File: config.mk
export PLATFORM = sky130hd
export DESIGN_NAME = subpix_edge_gen
export DESIGN_NICKNAME = d
export VERILOG_FILES = /design/src/rtl/sep_pkg.sv /design/src/rtl/sep_phase_ctr.sv /design/src/rtl/sep_code_dec.sv /design/src/rtl/sep_edge_chan.sv /design/src/rtl/subpix_edge_gen.sv
export SDC_FILE = /design/constraint.sdc
export NUM_CORES = 1
export LEC_CHECK = 0
export BUFFER_PORTS_ARGS = -buffer_cell sky130_fd_sc_hd__buf_2
export CORE_MARGIN = 2
export CORE_UTILIZATION = 50
export DETAILED_ROUTE_END_ITERATION = 12
export GPL_TIMING_DRIVEN = 0
export PLACE_DENSITY = 0.82
export SETUP_SLACK_MARGIN = 0.2
export SYNTH_ARGS = -nofsm -noshare
export SYNTH_HDL_FRONTEND = slang
export SYNTH_SLANG_ARGS = --single-unit
File: constraint.sdc
create_clock -name clk -period 3.85 [get_ports clk]
set_input_delay 0.5775 -clock clk [delete_from_list [all_inputs] [get_ports clk]]
set_output_delay 0.5775 -clock clk [all_outputs]
set_load 0.1 [all_outputs]
File: src/rtl/sep_pkg.sv
package sep_pkg;
  localparam int SEP_QUAD_LEN = 12;
  localparam int SEP_NUM_CODES = 7;

  typedef enum int {
    SEL_RG_RISE = 0,
    SEL_RG_FALL = 1,
    SEL_H_RISE  = 2,
    SEL_H_FALL  = 3,
    SEL_SHP     = 4,
    SEL_SHD     = 5,
    SEL_DOUT    = 6
  } code_sel_e;
endpackage

File: src/rtl/sep_phase_ctr.sv
module sep_phase_ctr #(
  parameter int PHASES = 48,
  localparam int PH_W = $clog2(PHASES)
) (
  input  logic            clk,
  input  logic            rst,
  output logic [PH_W-1:0] ph,
  output logic            wrap
);
  assign wrap = (ph == PH_W'(PHASES - 1));

  always_ff @(posedge clk) begin
    if (rst || wrap) ph <= '0;
    else             ph <= ph + 1'b1;
  end
endmodule

File: src/rtl/sep_code_dec.sv
module sep_code_dec #(
  parameter int QUAD_LEN = 12,
  parameter int OFF_W    = 4,
  parameter int PH_W     = 6
) (
  input  logic [OFF_W+1:0] code,
  output logic [PH_W-1:0]  pos,
  output logic             valid
);
  logic [1:0]       quad;
  logic [OFF_W-1:0] off;

  assign quad  = code[OFF_W+1:OFF_W];
  assign off   = code[OFF_W-1:0];
  assign valid = (off < OFF_W'(QUAD_LEN));
  assign pos   = PH_W'(quad) * PH_W'(QUAD_LEN) + PH_W'(off);
endmodule

File: src/rtl/sep_edge_chan.sv
module sep_edge_chan #(
  parameter int PH_W = 6
) (
  input  logic            clk,
  input  logic            rst,
  input  logic [PH_W-1:0] ph,
  input  logic [PH_W-1:0] rise_pos,
  input  logic            rise_ok,
  input  logic [PH_W-1:0] fall_pos,
  input  logic            fall_ok,
  input  logic            inv,
  output logic            out
);
  logic hit_r, hit_f, lvl_q, lvl_d;

  assign hit_r = rise_ok && (ph == rise_pos);
  assign hit_f = fall_ok && (ph == fall_pos);

  always_comb begin
    unique case ({hit_r, hit_f})
      2'b10:   lvl_d = 1'b1;
      2'b01:   lvl_d = 1'b0;
      default: lvl_d = lvl_q;
    endcase
  end

  always_ff @(posedge clk) begin
    if (rst) lvl_q <= 1'b0;
    else     lvl_q <= lvl_d;
  end

  assign out = lvl_d ^ inv;
endmodule

File: src/rtl/subpix_edge_gen.sv
module subpix_edge_gen
  import sep_pkg::*;
#(
  parameter int QUAD_LEN = SEP_QUAD_LEN,
  localparam int PHASES = 4 * QUAD_LEN,
  localparam int PH_W   = $clog2(PHASES),
  localparam int OFF_W  = $clog2(QUAD_LEN),
  localparam int CODE_W = OFF_W + 2
) (
  input  logic              clk,
  input  logic              rst,
  input  logic              cfg_we,
  input  logic [CODE_W-1:0] cfg_rg_rise,
  input  logic [CODE_W-1:0] cfg_rg_fall,
  input  logic              cfg_rg_inv,
  input  logic [CODE_W-1:0] cfg_h_rise,
  input  logic [CODE_W-1:0] cfg_h_fall,
  input  logic              cfg_h_inv,
  input  logic [CODE_W-1:0] cfg_shp_pos,
  input  logic [CODE_W-1:0] cfg_shd_pos,
  input  logic [CODE_W-1:0] cfg_dout_pos,
  output logic              rg,
  output logic              h1,
  output logic              h2,
  output logic              h3,
  output logic              h4,
  output logic              shp,
  output logic              shd,
  output logic              dout_latch,
  output logic              period_start,
  output logic              cfg_err
);
  localparam int NCODE = SEP_NUM_CODES;
  // Offset field all ones is illegal whenever QUAD_LEN is not a power of two.
  localparam logic [CODE_W-1:0] IDLE_CODE = CODE_W'((1 << OFF_W) - 1);

  logic [PH_W-1:0]   ph;
  logic              wrap;
  logic [CODE_W-1:0] wr_code  [NCODE];
  logic [CODE_W-1:0] sh_code  [NCODE];
  logic [CODE_W-1:0] act_code [NCODE];
  logic [PH_W-1:0]   act_pos  [NCODE];
  logic              act_ok   [NCODE];
  logic              sh_rg_inv, sh_h_inv, act_rg_inv, act_h_inv;
  logic              wr_bad;
  logic              h_lvl;

  assign wr_code[SEL_RG_RISE] = cfg_rg_rise;
  assign wr_code[SEL_RG_FALL] = cfg_rg_fall;
  assign wr_code[SEL_H_RISE]  = cfg_h_rise;
  assign wr_code[SEL_H_FALL]  = cfg_h_fall;
  assign wr_code[SEL_SHP]     = cfg_shp_pos;
  assign wr_code[SEL_SHD]     = cfg_shd_pos;
  assign wr_code[SEL_DOUT]    = cfg_dout_pos;

  sep_phase_ctr #(.PHASES(PHASES)) u_ctr (
    .clk (clk),
    .rst (rst),
    .ph  (ph),
    .wrap(wrap)
  );

  // Shadow capture on write, transfer to active set only at period rollover.
  always_ff @(posedge clk) begin
    if (rst) begin
      for (int i = 0; i < NCODE; i++) begin
        sh_code[i]  <= IDLE_CODE;
        act_code[i] <= IDLE_CODE;
      end
      sh_rg_inv  <= 1'b0;
      sh_h_inv   <= 1'b0;
      act_rg_inv <= 1'b0;
      act_h_inv  <= 1'b0;
    end else begin
      if (cfg_we) begin
        for (int i = 0; i < NCODE; i++) sh_code[i] <= wr_code[i];
        sh_rg_inv <= cfg_rg_inv;
        sh_h_inv  <= cfg_h_inv;
      end
      if (wrap) begin
        for (int i = 0; i < NCODE; i++) act_code[i] <= sh_code[i];
        act_rg_inv <= sh_rg_inv;
        act_h_inv  <= sh_h_inv;
      end
    end
  end

  always_comb begin
    wr_bad = 1'b0;
    for (int i = 0; i < NCODE; i++)
      if (wr_code[i][OFF_W-1:0] >= OFF_W'(QUAD_LEN)) wr_bad = 1'b1;
  end

  always_ff @(posedge clk) begin
    if (rst)                   cfg_err <= 1'b0;
    else if (cfg_we && wr_bad) cfg_err <= 1'b1;
  end

  for (genvar g = 0; g < NCODE; g++) begin : g_dec
    sep_code_dec #(.QUAD_LEN(QUAD_LEN), .OFF_W(OFF_W), .PH_W(PH_W)) u_dec (
      .code (act_code[g]),
      .pos  (act_pos[g]),
      .valid(act_ok[g])
    );
  end

  sep_edge_chan #(.PH_W(PH_W)) u_rg (
    .clk     (clk),
    .rst     (rst),
    .ph      (ph),
    .rise_pos(act_pos[SEL_RG_RISE]),
    .rise_ok (act_ok[SEL_RG_RISE]),
    .fall_pos(act_pos[SEL_RG_FALL]),
    .fall_ok (act_ok[SEL_RG_FALL]),
    .inv     (act_rg_inv),
    .out     (rg)
  );

  sep_edge_chan #(.PH_W(PH_W)) u_h (
    .clk     (clk),
    .rst     (rst),
    .ph      (ph),
    .rise_pos(act_pos[SEL_H_RISE]),
    .rise_ok (act_ok[SEL_H_RISE]),
    .fall_pos(act_pos[SEL_H_FALL]),
    .fall_ok (act_ok[SEL_H_FALL]),
    .inv     (act_h_inv),
    .out     (h_lvl)
  );

  assign h1 = h_lvl;
  assign h3 = h_lvl;
  assign h2 = ~h1;
  assign h4 = ~h3;

  assign shp          = act_ok[SEL_SHP]  && (ph == act_pos[SEL_SHP]);
  assign shd          = act_ok[SEL_SHD]  && (ph == act_pos[SEL_SHD]);
  assign dout_latch   = act_ok[SEL_DOUT] && (ph == act_pos[SEL_DOUT]);
  assign period_start = (ph == '0);
endmodule

==> metrics.md <==
| Metric | Value |
|---|---|
| Syn nets | 482 |
| Clk pwr share | 0.271 |
| Path depth of the worst reg2reg path | 11 |
| Period Utilization, post-route | 1.03 |
| Global route overflow | 0 |
| Max_cap viols | 0 |
| Layout Skew | 0.0122 ns |
| Post-synthesis cell type count | 33 |
| Slew Limit Fails | 0 |
| Die area | 10800 um^2 |
| Num ports | 57 |
| Setup TNS | -0.330 ns |
| Final wirelength | 9.45 mm |
| Routed len/inst | 15.4 um |
| Hold crit path type | in2reg |
| Endpoints failing hold | 0 |
| Largest area contributor in the netlist | edfxtp_1 |
| Cells after synthesis | 396 |
| Post-synth top area share | 0.504 |
| First-pass GRT wire length | 15.4 mm |
| CTS sink cnt | 97 |
| Relative slew margins | 0.343 |
| Minimum clock period | 3.96 ns |
| Comb power frac | 0.128 |
| Design Area, Final | 5980 um^2 |
| Worst setup EP type | output port |
| Crit path max fanout | 3 |
| Die W | 104 um |
| CTS Hold Bufs | 0 |
| Clock Latency Late Sink | 0.35 ns |
| Max H-tree Level | 3 |
| Leakage | 0.00217 uW |
| Die height | 104 um |
| Clk root buf | clkbuf_8 |
| GPL Wtd Cong | 0.814 |
| Area grow syn2layout | 19.6% |
| Placed Area | 5560 um^2 |
| Startpoint Class | flop |
| CTS tree | yes |
| RR Startpoint | act_code[2][5] |
| Power per cell area | 337 nW/um^2 |
| CP most frequent cell | buf_12 |
| Max incr delay on CP | 0.53 ns |
| Sequential fraction of the synthesis area | 0.556 |
| Starting Density | 0.514 |
| Hold path cells | 3 |
| Clk slew on worst S/H paths | 0.09 ns |
| Ys Warns | 0 |
| Int Power | 1540 uW |
| DP Wirelength | 6.68 mm |
| Switching power | 478 uW |
| Std-Cell Rows | 36 |
| Failing checks | setup timing |
| Core ar. | 9730 um^2 |
| Synth Cell Area | 5000 um^2 |
| Number of global-route vias before repair | 3242 |
| Arrival time at the worst endpoint | 3.38 ns |
| Worst Hold End | sh_h_inv |
| Maximum clock frequency | 253 MHz |
| Syn_area_per_cell | 12.6 um^2 |
| Vias | 3101 |
| Gr usage total | 0.184 |
| RSZ-0062 raised after global routing | true |
| Port Buffers | 56 |
| DR vias/cell | 5.05 |
| # setup viols final | 4 |
| Share of cells above drive strength 1 | 0.258 |
| Worst slack, placed | 0.0784 ns |
| Synth Register Bits | 97 |
| CP Cell Sequence | ha_4 -> inv_2 -> fa_2 -> xnor2_1 -> nand3_1 -> a2111oi_4 -> ha_1 -> mux2i_4 -> xor2_4 -> clkinvlp_4 -> buf_12 -> buf_12 |
| Sw Ratio | 0.237 |
| Clk buf depth | 2 |
| Worst vdd ir | 0.260 mV |
| Final ANT Viol Nets | 0 |
| RR Endpoint | u_h.lvl_q |
| Reg power frac | 0.601 |
| Antenna cells | 0 |
| DRC | 0 |
| Hold Path Origin | cfg_h_inv |
| Flop2flop setup slack | 1.08 ns |
| TritonCTS Buffers | 9 |
| Initial antenna violation count | 0 |
| Pin count of the biggest net entering global routing | 47 |
| Setup ws final | -0.109 ns |
| Worst Tran Pin Value | 0.985 ns |
| CP Data Required Time | 3.27 ns |
| First drt pass iteration count | 4 |
| Worst Setup Path Type | reg2out |
| Status | complete, but fails checks |
| Area contributors post-synth | edfxtp_1, ha_1, xnor2_1, nand2b_1, dfxtp_1 |
| Slowest cell on the critical path | fa_2 |
| Initial DRC Count | 203 |
| Nets | 562 |
[layout make-up]
class	count	area (um^2)
fill	781	3750
sequential	97	2780
multi-input combinational	257	2240
timing repair buffer	69	440
tap	133	166
clock buffer	14	143
buffer	18	109
inverter	24	96.3
clock inverter	2	8.76
[per-stage QoR]
step	hold WS (ns)	util	power, uW	cells
4_1_cts	0.448	0.608	2020	611
5_1_grt	0.472	0.615	2100	614
2_1_floorplan	0.441	-	1410	396
3_3_place_gp	0.455	0.571	1470	585
6_report	0.468	0.615	2020	614
3_5_place_dp	0.460	0.571	1480	585
[power by group through the flow]
stage	combinational, uW	sequential, uW	clock (uW)
after CTS	256	1210	555
final	257	1210	547
after global placement	234	1230	0
after detailed placement	248	1240	0
after global routing	285	1220	602
after floorplan	173	1240	0
[logic make-up after synthesis]
| family | share of synthesized area |
|---|---|
| simple gates | 0.148 |
| xor+xnor | 0.0945 |
| flops | 0.556 |
| buf+inv | 0.0365 |
| fa+ha+maj | 0.108 |
| compound gates | 0.0493 |
| mux | 0.00800 |
[state kept, by name, indices dropped and copies added (netlist names)]
name / count
u_rg.lvl_q: 1
sh_h_inv: 1
act_code: 42
act_rg_inv: 1
sh_rg_inv: 1
cfg_err: 1
u_ctr.ph: 6
u_h.lvl_q: 1
act_h_inv: 1
sh_code: 42
[per-layer routing]
layer | share of wire | up-vias | wire (um) | track usage
met4 | 0.024 | 0 | 231 | 0.0830
met3 | 0.045 | 19 | 423 | 0.0301
li1 | - | 1505 | - | -
met1 | 0.39 | 1495 | 3680 | 0.203
met5 | 0 | - | 0 | 0
met2 | 0.54 | 82 | 5120 | 0.345
[cells in the final DEF, fill, tap and decap left out, types with 4 or more instances in the layout]
master     count
nor2_1         8
fa_1           6
o21ai_0        6
inv_2          4
buf_2         59
or3_1          5
a2111oi_4      5
xor2_1        14
ha_4           4
buf_12         5
clkbuf_8       9
ha_1          26
nand2_1       11
and2_1        26
nand3_1        8
edfxtp_1      84
dfxtp_1       13
clkbuf_1      11
nor2b_1        5
a21oi_1        9
nand2b_1      49
inv_1         18
or2_2          9
buf_4         14
xnor2_1       38
[cell usage after synthesis (all sizes together)]
library cell and count:
and2 26, a21oi 10, a22oi 2, dfxtp 13
xnor2 39, or2 9, or3 6, clkbuf 6
o21a 1, mux2i 4, a21o 2, a22o 3
nor2 8, buf 12, ha 32, o2111ai 2
nand3 8, o21ai 6, nand2b 49, nand2 11
xor2 15, nor4 1, inv 24, a222oi 1
nor3 3, nor2b 5, fa 7, and3 2
a2111oi 5, edfxtp 84
[worst max-delay path by stage]
stage,startpoint,end,slack (ns),cells after the start
final,act_code[2][5],h3,-0.11,12
after global placement,act_code[3][4],h3,0.11,13
after CTS,act_code[2][5],h3,-0.15,12
after global routing,act_code[2][4],h3,-0.27,13
after floorplan,act_code[2][4],h3,-0.74,12
after detailed placement,act_code[3][4],h3,0.08,13
[what timing repair did]
| action | CTS | global route |
|---|---|---|
| pin swaps | 11 | 13 |
| resized for setup | 28 | 7 |
| gates cloned | 0 | 0 |
| setup endpoints to repair | 5 | 5 |
| setup buffers | 10 | 3 |
[worst max-delay path: cells and delay by family (launching register included)]
family,cells,cell delay [ns]
AOI/OAI and AO/OA,1,0.21
xor gates and xnor gates,2,0.34
adders and majority gates,3,1.16
buffers and inverters,4,0.46
DFF,1,0.47
muxes,1,0.25
and+or+nand+nor,1,0.14
Power figures use the tool's default switching activity.
